### config.mk
export PLATFORM = sky130hd
export DESIGN_NAME = subword_lane_steer
export DESIGN_NICKNAME = d
export VERILOG_FILES = /design/src/rtl/lsteer_pkg.sv /design/src/rtl/lsteer_addr_split.sv /design/src/rtl/lsteer_load_lane.sv /design/src/rtl/lsteer_store_merge.sv /design/src/rtl/lsteer_word_store.sv /design/src/rtl/subword_lane_steer.sv
export SDC_FILE = /design/constraint.sdc
export NUM_CORES = 2
export LEC_CHECK = 0
export BUFFER_PORTS_ARGS = -buffer_cell sky130_fd_sc_hd__buf_2
export CAP_MARGIN = 25
export CORE_MARGIN = 4
export CORE_UTILIZATION = 35
export CTS_BUF_LIST = sky130_fd_sc_hd__clkbuf_4
export DETAILED_ROUTE_END_ITERATION = 7
export GPL_TIMING_DRIVEN = 0
export PLACE_DENSITY = 0.52
export SYNTH_ARGS = -nofsm -noshare
export SYNTH_HDL_FRONTEND = slang
export SYNTH_HIERARCHICAL = 1
export SYNTH_SLANG_ARGS = --single-unit
### constraint.sdc
create_clock -name clk -period 8.25 [get_ports clk]
set_clock_uncertainty 0.05 [all_clocks]
set_input_delay 1.65 -clock clk [delete_from_list [all_inputs] [get_ports clk]]
set_output_delay 1.65 -clock clk [all_outputs]
set_load 0.02 [all_outputs]
### src/rtl/lsteer_pkg.sv
package lsteer_pkg;

    localparam int WORD_BYTES = 8;
    localparam int WORD_W     = 8 * WORD_BYTES;
    localparam int OFF_W      = $clog2(WORD_BYTES);
    localparam int SZ_W       = $clog2(OFF_W + 1);

    typedef logic [WORD_W-1:0] word_t;
    typedef logic [OFF_W-1:0]  off_t;
    typedef logic [SZ_W-1:0]   size_t;

    typedef enum logic {ST_IDLE, ST_MERGE} state_t;

    typedef struct packed {
        off_t  off;
        size_t sz;
        logic  swap;
        word_t data;
    } lane_req_t;

    function automatic int size_bytes(size_t sz);
        return 1 << sz;
    endfunction

    function automatic word_t lane_mask(size_t sz);
        word_t m;
        m = '0;
        for (int b = 0; b < WORD_BYTES; b++) begin
            if (b < size_bytes(sz)) m[8*b +: 8] = 8'hFF;
        end
        return m;
    endfunction

    function automatic word_t byte_rev(word_t d, size_t sz);
        word_t r;
        int    n;
        n = size_bytes(sz);
        r = '0;
        for (int b = 0; b < WORD_BYTES; b++) begin
            if (b < n) r[8*b +: 8] = d[8*(n-1-b) +: 8];
        end
        return r;
    endfunction

    function automatic logic misaligned(off_t off, size_t sz);
        return (int'(off) & (size_bytes(sz) - 1)) != 0;
    endfunction

endpackage

### src/rtl/lsteer_addr_split.sv
module lsteer_addr_split
    import lsteer_pkg::*;
#(
    parameter int ADDR_W = 7,
    localparam int IDX_W = ADDR_W - OFF_W
) (
    input  logic [ADDR_W-1:0] addr,
    input  size_t             sz,
    output logic [IDX_W-1:0]  idx,
    output off_t              off,
    output logic              bad_align
);
    assign idx       = addr[ADDR_W-1:OFF_W];
    assign off       = addr[OFF_W-1:0];
    assign bad_align = misaligned(addr[OFF_W-1:0], sz);
endmodule

### src/rtl/lsteer_load_lane.sv
module lsteer_load_lane
    import lsteer_pkg::*;
(
    input  word_t word,
    input  off_t  off,
    input  size_t sz,
    input  logic  swap,
    output word_t lane
);
    word_t shifted;
    word_t masked;

    always_comb begin
        shifted = word >> {off, 3'b000};
        masked  = shifted & lane_mask(sz);
        lane    = swap ? byte_rev(masked, sz) : masked;
    end
endmodule

### src/rtl/lsteer_store_merge.sv
module lsteer_store_merge
    import lsteer_pkg::*;
(
    input  word_t     old_word,
    input  lane_req_t rq,
    output word_t     new_word
);
    word_t src;
    word_t field_mask;

    always_comb begin
        src        = (rq.swap ? byte_rev(rq.data, rq.sz) : rq.data) & lane_mask(rq.sz);
        field_mask = lane_mask(rq.sz) << {rq.off, 3'b000};
        new_word   = (old_word & ~field_mask) | (src << {rq.off, 3'b000});
    end
endmodule

### src/rtl/lsteer_word_store.sv
module lsteer_word_store
    import lsteer_pkg::*;
#(
    parameter int IDX_W = 4,
    localparam int DEPTH = 1 << IDX_W
) (
    input  logic             clk,
    input  logic             rst,
    input  logic [IDX_W-1:0] rd_idx,
    output word_t            rd_word,
    input  logic             wr_en,
    input  logic [IDX_W-1:0] wr_idx,
    input  word_t            wr_word
);
    word_t cells [DEPTH];

    for (genvar g = 0; g < DEPTH; g++) begin : g_cell
        always_ff @(posedge clk) begin
            if (rst)
                cells[g] <= '0;
            else if (wr_en && wr_idx == IDX_W'(g))
                cells[g] <= wr_word;
        end
    end

    assign rd_word = cells[rd_idx];
endmodule

### src/rtl/subword_lane_steer.sv
module subword_lane_steer
    import lsteer_pkg::*;
#(
    parameter int ADDR_W = 7,
    localparam int IDX_W = ADDR_W - OFF_W
) (
    input  logic              clk,
    input  logic              rst,
    input  logic              req,
    input  logic              req_store,
    input  logic [ADDR_W-1:0] addr,
    input  logic [1:0]        size,
    input  logic [63:0]       wdata,
    input  logic              swap,
    output logic              ready,
    output logic              done,
    output logic              fault,
    output logic [63:0]       rdata
);
    state_t           state;
    lane_req_t        pend;
    logic [IDX_W-1:0] pend_idx;

    logic [IDX_W-1:0] req_idx;
    off_t             req_off;
    logic             misalign;
    logic             accept;
    logic [IDX_W-1:0] rd_idx;
    word_t            rd_word;
    word_t            load_lane;
    word_t            merged;
    logic             wr_en;

    lsteer_addr_split #(.ADDR_W(ADDR_W)) u_split (
        .addr      (addr),
        .sz        (size_t'(size)),
        .idx       (req_idx),
        .off       (req_off),
        .bad_align (misalign)
    );

    assign accept = req && (state == ST_IDLE);
    assign wr_en  = (state == ST_MERGE);
    assign rd_idx = wr_en ? pend_idx : req_idx;
    assign ready  = (state == ST_IDLE);

    lsteer_word_store #(.IDX_W(IDX_W)) u_store (
        .clk     (clk),
        .rst     (rst),
        .rd_idx  (rd_idx),
        .rd_word (rd_word),
        .wr_en   (wr_en),
        .wr_idx  (pend_idx),
        .wr_word (merged)
    );

    lsteer_load_lane u_load (
        .word (rd_word),
        .off  (req_off),
        .sz   (size_t'(size)),
        .swap (swap),
        .lane (load_lane)
    );

    lsteer_store_merge u_merge (
        .old_word (rd_word),
        .rq       (pend),
        .new_word (merged)
    );

    always_ff @(posedge clk) begin
        if (rst) begin
            state    <= ST_IDLE;
            done     <= 1'b0;
            fault    <= 1'b0;
            rdata    <= '0;
            pend     <= '0;
            pend_idx <= '0;
        end else begin
            done  <= 1'b0;
            fault <= 1'b0;
            case (state)
                ST_IDLE: begin
                    if (accept) begin
                        if (misalign) begin
                            fault <= 1'b1;
                            done  <= 1'b1;
                        end else if (req_store) begin
                            pend.off  <= req_off;
                            pend.sz   <= size_t'(size);
                            pend.swap <= swap;
                            pend.data <= wdata;
                            pend_idx  <= req_idx;
                            state     <= ST_MERGE;
                        end else begin
                            rdata <= load_lane;
                            done  <= 1'b1;
                        end
                    end
                end
                ST_MERGE: begin
                    done  <= 1'b1;
                    state <= ST_IDLE;
                end
                default: state <= ST_IDLE;
            endcase
        end
    end
endmodule

==> results.tsv <==
stage	metric	value	unit
run_status	status	complete, no violations	
timing	Final Cycle Share	90.4	%
power	VDD IR max	0.0853	mV
finish	final instance area	72600	um^2
placement	PortBufs	140	
placement	pre-CTS setup slack	0.150	ns
finish	layout cell share with drive strength beyond 1	22.7	%
floorplan	die height	432	um
synthesis	Mapped Nets	5231	
synthesis	adder and majority gate portion of the synthesized area	0.378	%
route	router iterations before antenna repair	6	
floorplan	IO Pins	145	
timing	Max Freq	134	MHz
floorplan	die width	432	um
clocking	Post-CTS Resized	0	
global_route	initial antenna violation count	15	
synthesis	compound-gate portion of the synthesized area	10.5	%
clocking	clk slew on worst S/H paths	0.06	ns
placement	Placed Area	68600	um^2
global_route	global-route wire length before repair	380	mm
setup_path	CP peak stage delay	0.94	ns
hold_path	HP Class	register to register	
synthesis	main combinational cell family by area after synthesis	simple AND/OR/NAND/NOR gates	
timing	endpoints failing setup	0	
clocking	Post CTS Setup Buffer Count	0	
setup_path	worst-path cell chain	buf_6 > mux2_2 > clkbuf_1 > clkbuf_1 > buf_2 > mux4_2 > a22oi_1 > nand2_1 > clkbuf_1 > mux4_2 > a22oi_2 > nor2b_1 > a2111oi_0 > a211oi_1 > nand2_1 > a21oi_1	
clocking	CTS sink count	1165	
power	Pleak	26.4	nW
synthesis	Seq cells post-synth	1165	
synthesis	Cell variety after synth	110	
timing	final period demand of the worst path	7.45	ns
power	pwr/cell area	195	nW/um^2
setup_path	cell mode on critical path	clkbuf_1	
global_route	gr ovfl total	0	
timing	max-slew violation count	0	
setup_path	Crit. End Element	register	
setup_path	CP Class	register to register	
timing	worst-margin pin slew	1.23	ns
finish	area grow syn2layout	15.6	%
synthesis	EDFF count, synth	1024	
setup_path	Worst setup SP type	register	
setup_path	CP Launch Point	state$_SDFF_PP0_	
floorplan	Cell Rows	155	
timing	unrepaired setup endpoints after global routing	no	
setup_path	Top delay family on crit path	buffers and inverters	
route	via count	48500	
setup_path	Worst R2R Start	state$_SDFF_PP0_	
timing	Max-Slew Margin vs Limit	18.1	%
synthesis	mux cell area share after synthesis	15.2	%
synthesis	Synth Area in XOR/XNOR	0	%
route	antenna-violating nets left	0	
setup_path	CP max-delay cell	a22oi_2	
synthesis	post-synthesis cell area	62900	um^2
placement	hpwl dp	203	mm
global_route	Tot GR Track Use	28.6	%
setup_path	data required time at the worst endpoint	9.38	ns
clocking	cts hold-fix bufs	0	
synthesis	Yosys Warn Count	6	
clocking	clk_lat worst skew	1.34	ns
floorplan	core area	178000	um^2
global_route	largest net degree at the start of global routing	28	
floorplan	die area	186000	um^2
clocking	clk root buf	clkbuf_4	
route	DRT iter0 DRCs	5451	
clocking	Max clock buf depth	4	
power	Power Total	14.2	mW
timing	post-route setup TNS	0	ns
clocking	htree depth	5	
placement	routability cong.	1.01	
route	WL final	270	mm
floorplan	Initial Util	35.2	%
synthesis	Avg Synthesized Cell Area	12.2	um^2
synthesis	Post-Syn Instances	5134	
setup_path	CP arrival	8.58	ns
synthesis	Synth async-reset ratio	0	%
timing	hold violation count in the final report	0	
synthesis	sequential share of the synthesized area	53.4	%
synthesis	Post-synth top flop	edfxtp_1	
global_route	vias in the first global route	48600	
timing	final worst slack	0.796	ns
setup_path	CP bufs+invs	5	
finish	fill count	17100	
route	DRC Markers	0	
route	Avg WL per Cell	32.6	um
flow_run	max_cap viols	0	
clocking	TritonCTS clock tree	built	
clocking	CTS Buf Count	336	
finish	Final nets	5826	
synthesis	Post-Synth Simple-Gate Area	16.7	%
route	via/cell ratio	5.84	
setup_path	critical-path maximum fanout	10	
hold_path	Worst Min Path Start	rdata[31]$_SDFFE_PP0P_	
## routing by layer
layer	routed length (um)	global-route usage [%]	up-vias	share of wire, %
met5	47	0	-	0.017
met4	15000	14.7	6	5.6
met3	21400	6.12	631	7.9
met2	124000	45.1	2554	46
met1	110000	37.3	24600	41
li1	-	-	20600	-
## per-stage QoR
stage	cells	hold WS [ns]	utilization, %
2_1_floorplan	5134	0.383	-
3_3_place_gp	7629	0.395	37.3
3_5_place_dp	7738	0.394	38.4
4_1_cts	8289	0.368	40.7
5_1_grt	8301	0.416	40.7
6_report	8308	0.402	40.7
## flip-flops by register name, indices dropped and copies added, names as in the netlist
signal / flops
fault: 1
done: 1
rdata: 64
u_store/cells: 1024
pend_idx: 4
state: 1
pend: 70
## cell usage after synthesis, types with 10 or more instances
cell / n / share of area [%]
a31oi_1: 29 / 0.29
clkbuf_1: 327 / 2.0
edfxtp_1: 1024 / 49
buf_2: 85 / 0.68
nand2_1: 515 / 3.1
a21oi_1: 242 / 1.9
nor2b_1: 33 / 0.33
o211ai_1: 15 / 0.18
and2_1: 1046 / 10
and3_1: 14 / 0.14
a211oi_1: 30 / 0.36
a32oi_1: 13 / 0.18
o221ai_1: 44 / 0.61
o2bb2ai_1: 10 / 0.14
buf_4: 17 / 0.20
mux4_2: 318 / 11
a221o_1: 23 / 0.37
nand2b_1: 23 / 0.23
buf_1: 30 / 0.18
nor3_1: 34 / 0.27
mux2_2: 56 / 1.0
a221oi_1: 29 / 0.40
dfxtp_1: 141 / 4.5
a211o_1: 14 / 0.20
nor2_1: 169 / 1.0
o22ai_1: 54 / 0.54
o32ai_1: 10 / 0.14
o31ai_1: 11 / 0.13
buf_6: 24 / 0.43
mux2i_1: 138 / 2.2
o21bai_1: 17 / 0.20
a22oi_1: 170 / 2.0
inv_1: 36 / 0.21
nor4_1: 14 / 0.14
mux4_1: 12 / 0.50
o21ai_0: 109 / 0.87
ha_1: 19 / 0.38
nand3_1: 36 / 0.29
a32o_1: 11 / 0.18
a22o_1: 24 / 0.33
## power breakdown
group          internal [mW]  switching (mW)  leakage, nW
Sequential              6.58          0.0877         11.7
Combinational          0.691            1.59         12.3
Clock                   2.75            2.49         2.40
## cell usage in the layout, fill, tap and decap left out, types with 30 or more instances in the layout
cell,netlist,layout
nor2_1,169,156
clkinv_1,1,46
buf_1,30,30
mux2_2,56,56
o22ai_1,54,54
clkbuf_4,0,498
inv_1,36,36
a22oi_1,170,170
nand2_1,515,515
and2_1,1046,1046
buf_2,85,231
mux4_2,318,318
buf_16,0,35
a211oi_1,30,30
dfxtp_1,141,141
a21oi_1,242,242
nor2b_1,33,33
o21ai_0,109,109
nand3_1,36,36
mux2i_1,138,138
buf_4,17,51
o221ai_1,44,44
nor3_1,34,34
clkbuf_1,327,327
edfxtp_1,1024,1024
buf_6,24,34
## cell families after synthesis
kind of cell,count (synthesis)
simple gates,1944
flops,1165
compound gates,950
mux,530
buf+inv,526
fa+ha+maj,19
## final timing paths
path / to / slack, ns / cells past startpoint
max: rdata[5]$_SDFFE_PP0P_ / 0.80 / 16
min: rdata[31]$_SDFFE_PP0P_ / 0.40 / 2
max reg2reg: rdata[5]$_SDFFE_PP0P_ / 0.80 / 16
min reg2reg: rdata[31]$_SDFFE_PP0P_ / 0.40 / 2
## worst register-to-register path, stage by stage, from the launching register on
cell	delay (ns)
dfxtp_1	0.74
buf_6	0.29
mux2_2	0.19
clkbuf_1	0.24
clkbuf_1	0.82
buf_2	0.52
mux4_2	0.56
a22oi_1	0.25
nand2_1	0.36
clkbuf_1	0.58
mux4_2	0.67
a22oi_2	0.94
nor2b_1	0.12
a2111oi_0	0.58
a211oi_1	0.25
nand2_1	0.11
a21oi_1	0.06
## layout make-up
cell class	count	area [um^2]	area share, %
sequential	1165	33600	46.2
inverter	41	154	0.212
multi-input combinational	3443	27200	37.4
tap	2355	2950	4.06
clock inverter	53	233	0.320
timing repair buffer	257	2620	3.60
antenna	11	27.5	0.0379
clock buffer	498	3740	5.15
buffer	485	2190	3.01
(Power assumes the default switching activity.)
